**src/rtl/dwsram_pkg.sv**
```systemverilog
package dwsram_pkg;
  typedef enum logic [1:0] {
    MODE_IDLE  = 2'd0,
    MODE_READ  = 2'd1,
    MODE_WRITE = 2'd2
  } mode_e;
endpackage

```
**src/rtl/dwsram_decode.sv**
```systemverilog
module dwsram_decode
  import dwsram_pkg::*;
(
  input  logic       cs1_n,
  input  logic       cs2,
  input  logic [1:0] lane_n,
  input  logic       we_n,
  input  logic       oe_n,
  input  logic       wide,
  input  logic       a_lsb,
  output logic [1:0] lane_wr,
  output logic [1:0] lane_rd
);
  logic  chip_on;
  logic  active;
  logic [1:0] lane_sel;
  mode_e mode;

  always_comb begin
    chip_on = !cs1_n && cs2;
    // 16-bit needs one lane, 8-bit needs both lanes enabled
    if (wide) active = chip_on && (lane_n != 2'b11);
    else      active = chip_on && (lane_n == 2'b00);

    if (!active)    mode = MODE_IDLE;
    else if (!we_n) mode = MODE_WRITE;
    else if (!oe_n) mode = MODE_READ;
    else            mode = MODE_IDLE;

    if (wide) lane_sel = ~lane_n;
    else      lane_sel = a_lsb ? 2'b10 : 2'b01;

    lane_wr = (mode == MODE_WRITE) ? lane_sel : 2'b00;
    lane_rd = (mode == MODE_READ)  ? lane_sel : 2'b00;
  end
endmodule

```
**src/rtl/dwsram_lanes.sv**
```systemverilog
module dwsram_lanes #(
  parameter int LANE_W = 8,
  parameter int ADDR_W = 8,
  parameter int LANES  = 2
) (
  input  logic                      clk,
  input  logic [ADDR_W-1:0]         addr,
  input  logic [LANES-1:0]          wr_en,
  input  logic [LANES*LANE_W-1:0]   wr_data,
  output logic [LANES*LANE_W-1:0]   rd_data
);
  localparam int DEPTH = 1 << ADDR_W;

  for (genvar g = 0; g < LANES; g++) begin : g_lane
    logic [LANE_W-1:0] mem [DEPTH];
    logic [LANE_W-1:0] rd_q;

    always_ff @(posedge clk) begin
      if (wr_en[g]) mem[addr] <= wr_data[g*LANE_W +: LANE_W];
      rd_q <= mem[addr];
    end

    assign rd_data[g*LANE_W +: LANE_W] = rd_q;
  end
endmodule

```
**src/rtl/dwsram_steer.sv**
```systemverilog
module dwsram_steer #(
  parameter int LANE_W = 8
) (
  input  logic                  clk,
  input  logic                  rst,
  input  logic [1:0]            lane_rd,
  input  logic                  wide,
  input  logic [2*LANE_W-1:0]   lane_data,
  output logic [2*LANE_W-1:0]   dq_out,
  output logic [2*LANE_W-1:0]   dq_oe
);
  localparam int DATA_W = 2 * LANE_W;

  logic [1:0] rd_q;
  logic       wide_q;

  always_ff @(posedge clk) begin
    if (rst) begin
      rd_q   <= 2'b00;
      wide_q <= 1'b1;
    end else begin
      rd_q   <= lane_rd;
      wide_q <= wide;
    end
  end

  logic [LANE_W-1:0] lo_b, hi_b;
  assign lo_b = lane_data[LANE_W-1:0];
  assign hi_b = lane_data[DATA_W-1:LANE_W];

  always_comb begin
    dq_oe  = '0;
    dq_out = '0;
    if (wide_q) begin
      dq_oe  = {{LANE_W{rd_q[1]}}, {LANE_W{rd_q[0]}}};
      dq_out = lane_data & dq_oe;
    end else if (rd_q != 2'b00) begin
      dq_oe[LANE_W-1:0]  = '1;
      dq_out[LANE_W-1:0] = rd_q[1] ? hi_b : lo_b;
    end
  end
endmodule

```
**src/rtl/dwsram_fe.sv**
```systemverilog
module dwsram_fe #(
  parameter int LANE_W = 8,
  parameter int ADDR_W = 8
) (
  input  logic                  clk,
  input  logic                  rst,
  input  logic                  cs1_n,
  input  logic                  cs2,
  input  logic [1:0]            lane_n,
  input  logic                  we_n,
  input  logic                  oe_n,
  input  logic                  wide,
  input  logic [ADDR_W-1:0]     addr,
  input  logic [2*LANE_W-1:0]   dq_in,
  output logic [2*LANE_W-1:0]   dq_out,
  output logic [2*LANE_W-1:0]   dq_oe
);
  localparam int DATA_W = 2 * LANE_W;

  logic [1:0]        lane_wr, lane_rd;
  logic [DATA_W-1:0] wr_data, rd_data;
  logic              a_lsb;

  // top pin becomes the byte address in narrow mode
  assign a_lsb = dq_in[DATA_W-1];

  assign wr_data[LANE_W-1:0]      = dq_in[LANE_W-1:0];
  assign wr_data[DATA_W-1:LANE_W] = wide ? dq_in[DATA_W-1:LANE_W] : dq_in[LANE_W-1:0];

  dwsram_decode u_decode (
    .cs1_n   (cs1_n),
    .cs2     (cs2),
    .lane_n  (lane_n),
    .we_n    (we_n),
    .oe_n    (oe_n),
    .wide    (wide),
    .a_lsb   (a_lsb),
    .lane_wr (lane_wr),
    .lane_rd (lane_rd)
  );

  dwsram_lanes #(.LANE_W(LANE_W), .ADDR_W(ADDR_W), .LANES(2)) u_lanes (
    .clk     (clk),
    .addr    (addr),
    .wr_en   (lane_wr),
    .wr_data (wr_data),
    .rd_data (rd_data)
  );

  dwsram_steer #(.LANE_W(LANE_W)) u_steer (
    .clk       (clk),
    .rst       (rst),
    .lane_rd   (lane_rd),
    .wide      (wide),
    .lane_data (rd_data),
    .dq_out    (dq_out),
    .dq_oe     (dq_oe)
  );
endmodule

```
**config.mk**
```make
export PLATFORM = sky130hd
export DESIGN_NAME = dwsram_fe
export DESIGN_NICKNAME = d
export VERILOG_FILES = /design/src/rtl/dwsram_pkg.sv /design/src/rtl/dwsram_decode.sv /design/src/rtl/dwsram_lanes.sv /design/src/rtl/dwsram_steer.sv /design/src/rtl/dwsram_fe.sv
export SDC_FILE = /design/constraint.sdc
export NUM_CORES = 2
export LEC_CHECK = 0
export BUFFER_PORTS_ARGS = -buffer_cell sky130_fd_sc_hd__buf_4
export CAP_MARGIN = 20
export CELL_PAD_IN_SITES_DETAIL_PLACEMENT = 0
export CELL_PAD_IN_SITES_GLOBAL_PLACEMENT = 1
export CORE_UTILIZATION = 56
export CTS_CLUSTER_SIZE = 16
export DETAILED_ROUTE_END_ITERATION = 6
export GPL_ROUTABILITY_DRIVEN = 0
export PLACE_DENSITY = 0.81
export SLEW_MARGIN = 10
export SYNTH_ARGS = -nofsm -noshare
export SYNTH_HDL_FRONTEND = slang
export SYNTH_SLANG_ARGS = --single-unit
```
**constraint.sdc**
```tcl
create_clock -name clk -period 3.9 [get_ports clk]
set_input_delay 0.195 -clock clk [delete_from_list [all_inputs] [get_ports clk]]
set_output_delay 0.195 -clock clk [all_outputs]
set_load 0.1 [all_outputs]
```
# Yosys cells after proc, flatten, opt, wreduce, memory -nomap -nowiden
# Memories as Yosys holds them, arrays and structs flattened. A register that Yosys moved wholly into a read port is not among the register bits.
# Index checks and enable logic that the tools add are counted.
[word_totals]
input_bits = 33
register_bits = 3
mem_count = 2
wordCells = 36
out_inout_bits = 32
ram_bits = 4096
[classes]
reduce_logical = 7
bitwise_logic = 3
eq_ne = 3
muxes = 19
[memory_table]
columns = ["name", "words", "word_bits", "rd", "rd_ports_with_merged_regs", "write_ports", "line_no", "text"]
rows = [
  ["u_lanes.g_lane[0].mem", 256, 8, 1, 1, 1, "dwsram_lanes.sv:15", "logic [LANE_W-1:0] mem [DEPTH];"],
  ["u_lanes.g_lane[1].mem", 256, 8, 1, 1, 1, "dwsram_lanes.sv:15", ""],
]
[op_table]
columns = ["operator", "count"]
rows = [
  ["$mux W8", 8],
  ["$and A16 B16 Y16", 1],
  ["$mux W2", 5],
  ["$mux W1", 6],
  ["$logic_and A1 B1 Y1", 3],
  ["$eq A2 B1 Y1 const B", 1],
  ["$eq A2 B2 Y1 const B", 1],
  ["$logic_not A2 Y1", 1],
  ["$ne A2 B2 Y1 const B", 1],
  ["$not A2 Y2", 1],
  ["$reduce_bool A2 Y1", 1],
  ["$reduce_or A2 Y1", 1],
  ["$logic_not A1 Y1", 1],
  ["$not A1 Y1", 1],
]

# Longest topological paths before layout
[logic_depth]
word_depth = 9
mapped_depth = 9
depth_no_buf = 5

# Modules after synthesis
# A second synthesis with hierarchy kept.
[unflattened]
hier_cells = 7108
hier_area_um2 = 157143.2
[modules_own_cells]
columns = ["mod", "cells_each", "seq_area_each_um2", "area_per_inst_um2", "n_inst"]
rows = [
  ["dwsram_lanes", 7032, 123318.3, 156528.9, 1],
  ["dwsram_steer", 58, 60.1, 412.9, 1],
  ["dwsram_fe", 9, 0.0, 131.4, 1],
  ["dwsram_decode", 9, 0.0, 70.1, 1],
]

# Worst setup path before layout
# Ideal clock, no wire load.
[synth_path]
path_kind = "in2reg"
start = "in wide"
end = "mem u_lanes.g_lane[1].mem[0][0], data pin"
path_slack_ps = 955
setup_ps = 556
arrival_time_ps = 2389
cell_stages = 2
required_ps = 3344
n_path_buf = 1
path_cell_list = "buf_1 mux2_2"
[synth_via]
elab_chain_len = 1
[synth_rtl]
columns = ["item", "line_no", "text"]
rows = [
  ["start: declaration", "dwsram_fe.sv:12", "input logic wide,"],
  ["$mux W8", "dwsram_fe.sv:28", "assign wr_data[DATA_W-1:LANE_W] = wide ? dq_in[DATA_W-1:LANE_W] : dq_in[LANE_W-1:0];"],
  ["net u_lanes.wr_data[8]", "dwsram_lanes.sv:9", "input logic [LANES*LANE_W-1:0] wr_data,"],
  ["end: declaration", "dwsram_lanes.sv:15", ""],
]
# The timed path passes the listed nets, and every way through them passes these cells.

# Worst setup path in the final report
[layout_path]
start = "reg u_steer.rd_q[1]"
end = "out dq_out[4]"
[layout_via]
elab_chain_len = 3
word_cells_on_any_way = 4
[layout_rtl]
columns = ["item", "line_no", "text"]
rows = [
  ["start: declaration", "dwsram_steer.sv:14", "logic [1:0] rd_q;"],
  ["start signal: assignment", "dwsram_steer.sv:22", "rd_q <= lane_rd;"],
  ["$mux W8 / $reduce_bool A2 Y1 (equally long branches)", "dwsram_steer.sv:39, dwsram_steer.sv:37", ""],
  ["$mux W8 *", "dwsram_steer.sv:37", "end else if (rd_q != 2'b00) begin"],
  ["$mux W8 *", "dwsram_steer.sv:34", "if (wide_q) begin"],
  ["end: declaration", "dwsram_fe.sv:15", "output logic [2*LANE_W-1:0] dq_out,"],
]
# Mark *: on every way between the ends. The rest lies on a longest branch, timed or not.

==> results_dict.tcl <==
set metrics [dict create \
    vias_per_cell 6.68 \
    reg2reg_depth 5 \
    tritoncts "yes" \
    drv_slew 0 \
    die_area_mm2 0.283 \
    synth_edf_count 4096 \
    stdcell_area_mm2 0.179 \
    avgSynthCellArea_um2 22.1 \
    hold_buffers 17 \
    rr_endpoint "u_lanes.g_lane[0].rd_q[5]" \
    core_area_mm2 0.279 \
    synth_compound_area_share_pct 3.62 \
    syn_nets 7145 \
    io_buffers 64 \
    synth_xor_area_share_pct 0 \
    dieHeight_um 532 \
    final_util_pct 64.0 \
    yosysUniqueCellTypes 27 \
    drv_cap 0 \
    setup_viol 0 \
    pre_cts_ws_ps 323 \
    num_vias 78100 \
    netlist_area_mm2 0.157 \
    wl_um 389000 \
    fmax_ghz 0.273 \
    overflow 0 \
    synth-simple-area-share_pct 1.69 \
    worst_pin_slew_ps 1190 \
    io_pins 65 \
    worstHoldPathType "in2reg" \
    power.density_mw_per_mm2 513 \
    nNetsFinal 7664 \
    synth.ff_latch_count 4115 \
    period_needed_ps 3660 \
    crit_fanout 11 \
    grt_pass1_wl_um 562000 \
    cts_made_buffers 394 \
    fin_crit_sh_pct 93.9 \
    crit_type "reg2out" \
    drtIter0Drc 10400 \
    post_cts_resized 0 \
    clockBufferDepth 4 \
    synth_warnings 0 \
    yosysSeqAreaShare_pct 78.5 \
    peakVddDrop_mv 0.514 \
    first_pass_iters 6 \
    grt_pass1_vias 78700 \
    ant_nets 0 \
    cts_root_buffer "clkbuf_16" \
    syn_to_final_growth_pct 13.7 \
    drc 0 \
    wl_per_cell_um 33.3 \
    final_layout_size_suffix_gt1_share_pct 28.0 \
    slew-limit-headroom_pct 20.7 \
    worst_skew_pair.late_latency_ps 930 \
    post_cts_buffers 0 \
    grt_util_all_layers_pct 27.5 \
    grt_max_degree 201 \
    synth_adder_area_share_pct 0.00637 \
    power.leakage_nw 55.4 \
    holdPathStages 5 \
    hold_viol_final 0 \
    crit_required_ps 3700 \
    startpoint_type "flop" \
    setup_tns_ps 0 \
    setup_slack_ps 239 \
    start_util_pct 56.3 \
    synthArstFlopShare_pct 0 \
    die_w_um 532 \
    hp-start "addr[7]" \
    cts.sinks 4115 \
    r2r_slack_ps 1220 \
    finClkSkew_ps 39.6 \
    critPathArrivalTime_ps 3470 \
    synth_mux_area_share_pct 14.7 \
    rsz0062_at_grt "no" \
    clk_pin_slew_worst_paths_ps 60 \
    htreeDepth 5 \
    synth_top_family_by_area "multiplexers" \
    antenna_found_initial 10 \
    rows 194 \
    outcome "finished clean" \
    r2r-start "u_lanes.g_lane[0].mem[110][5]" \
    placed_area_mm2 0.166 \
    ys.flop_type "edfxtp_1" \
    end_kind "output pin" \
    dp_hpwl_um 225000 \
    hold_path_end "u_lanes.g_lane[0].rd_q[4]" \
    synthCells 7112 \
]
-- flip-flops by register name (all words and copies together) (netlist names) --
signal,count
u_lanes.g_lane.mem,4096
u_lanes.g_lane.rd_q,16
u_steer.rd_q,2
u_steer.wide_q,1
-- kinds of logic (layout without fill, tap and decap cells) --
logic type | after synthesis | in the layout
buffers and inverters | 486 | 1324
adders and majority gates | 1 | 1
DFF | 4115 | 4115
other | 0 | 7
and+or+nand+nor | 644 | 644
AOI/OAI and AO/OA | 833 | 833
muxes | 1033 | 1033
-- power by group --
group / switching (mW) / internal (mW)
clock: 16.2 / 22.3
sequential: 0.0638 / 48.8
combinational: 2.85 / 1.50
-- how the worst max path moves through the flow --
stage                               start                     endpoint  slack (ps)  depth (start not counted)
after floorplan                      wide  u_lanes.g_lane[1].mem[0][0]         960                          2
after global placement            addr[0]    u_lanes.g_lane[1].rd_q[0]        -120                          8
after detailed placement          addr[1]    u_lanes.g_lane[0].rd_q[5]         320                          8
after CTS                 u_steer.rd_q[1]                    dq_out[4]         130                          4
after global routing      u_steer.rd_q[1]                    dq_out[4]         260                          4
final                     u_steer.rd_q[1]                    dq_out[4]         240                          4
-- layer usage --
| metal | track usage, % | part of all wire (%) | vias to the layer above |
|---|---|---|---|
| met1 | 37.9 | 37 | 41200 |
| met5 | 0 | 0.012 | - |
| li1 | - | - | 31200 |
| met2 | 44.0 | 49 | 4893 |
| met3 | 4.77 | 9.8 | 798 |
| met4 | 11.7 | 4.5 | 8 |
-- cell type report --
class / count / area [µm²]
clock inverter: 228 / 2450
clock buffer: 487 / 10500
fill: 17700 / 100000
multi-input combinational: 2511 / 31900
tap: 3724 / 4660
inverter: 2 / 7.51
sequential: 4115 / 123000
timing repair buffer: 607 / 5830
antenna: 7 / 17.5
-- metrics by stage --
| stage | cells | hold WS [ps] | total power, mW |
|---|---|---|---|
| finish | 11700 | 61.9 | 91.7 |
| global route | 11700 | 52.2 | 93.8 |
| CTS | 11700 | 16.4 | 92.0 |
| detailed placement | 10900 | 399 | 54.2 |
| global placement | 10900 | 400 | 54.1 |
| floorplan | 7112 | 294 | 52.2 |
-- Yosys cell counts (4+ instances only) --
master       n  area [µm²]
clkbuf_1   300        1130
o41ai_1     64         561
dfxtp_1     19         380
buf_4       25         188
buf_2       82         410
a22oi_1    512        3840
and3_1       8        50.1
mux2_2       9         101
nand2_1     28         105
a21oi_1    256        1280
mux4_2    1024       23100
nor2_1     524        1970
nand3_1     39         195
buf_6       28         315
nor2b_1      9        56.3
buf_1       49         184
nand2b_1     4        25.0
edfxtp_1  4096      123000
nand3_2      8        80.1
nand4_1     17         106
-- layout by cell type, fill, tap and decap left out, types with 19 or more instances in the layout --
cell,netlist,final
edfxtp_1,4096,4096
mux4_2,1024,1024
nor2_1,524,522
a22oi_1,512,512
buf_4,25,485
clkbuf_16,0,399
a21oi_1,256,256
buf_12,0,92
clkinv_1,0,79
clkbuf_1,300,69
clkinv_2,0,67
o41ai_1,64,62
bufinv_16,0,47
nand3_1,39,33
clkbuf_8,0,19
dfxtp_1,19,19
-- critical path: stages, from the launching register on --
cell,delay (ps)
dfxtp_1,770
nor2b_1,790
nand2_1,120
nand2_1,450
buf_4,390
Note: power is estimated with default switching activity, not from simulation.
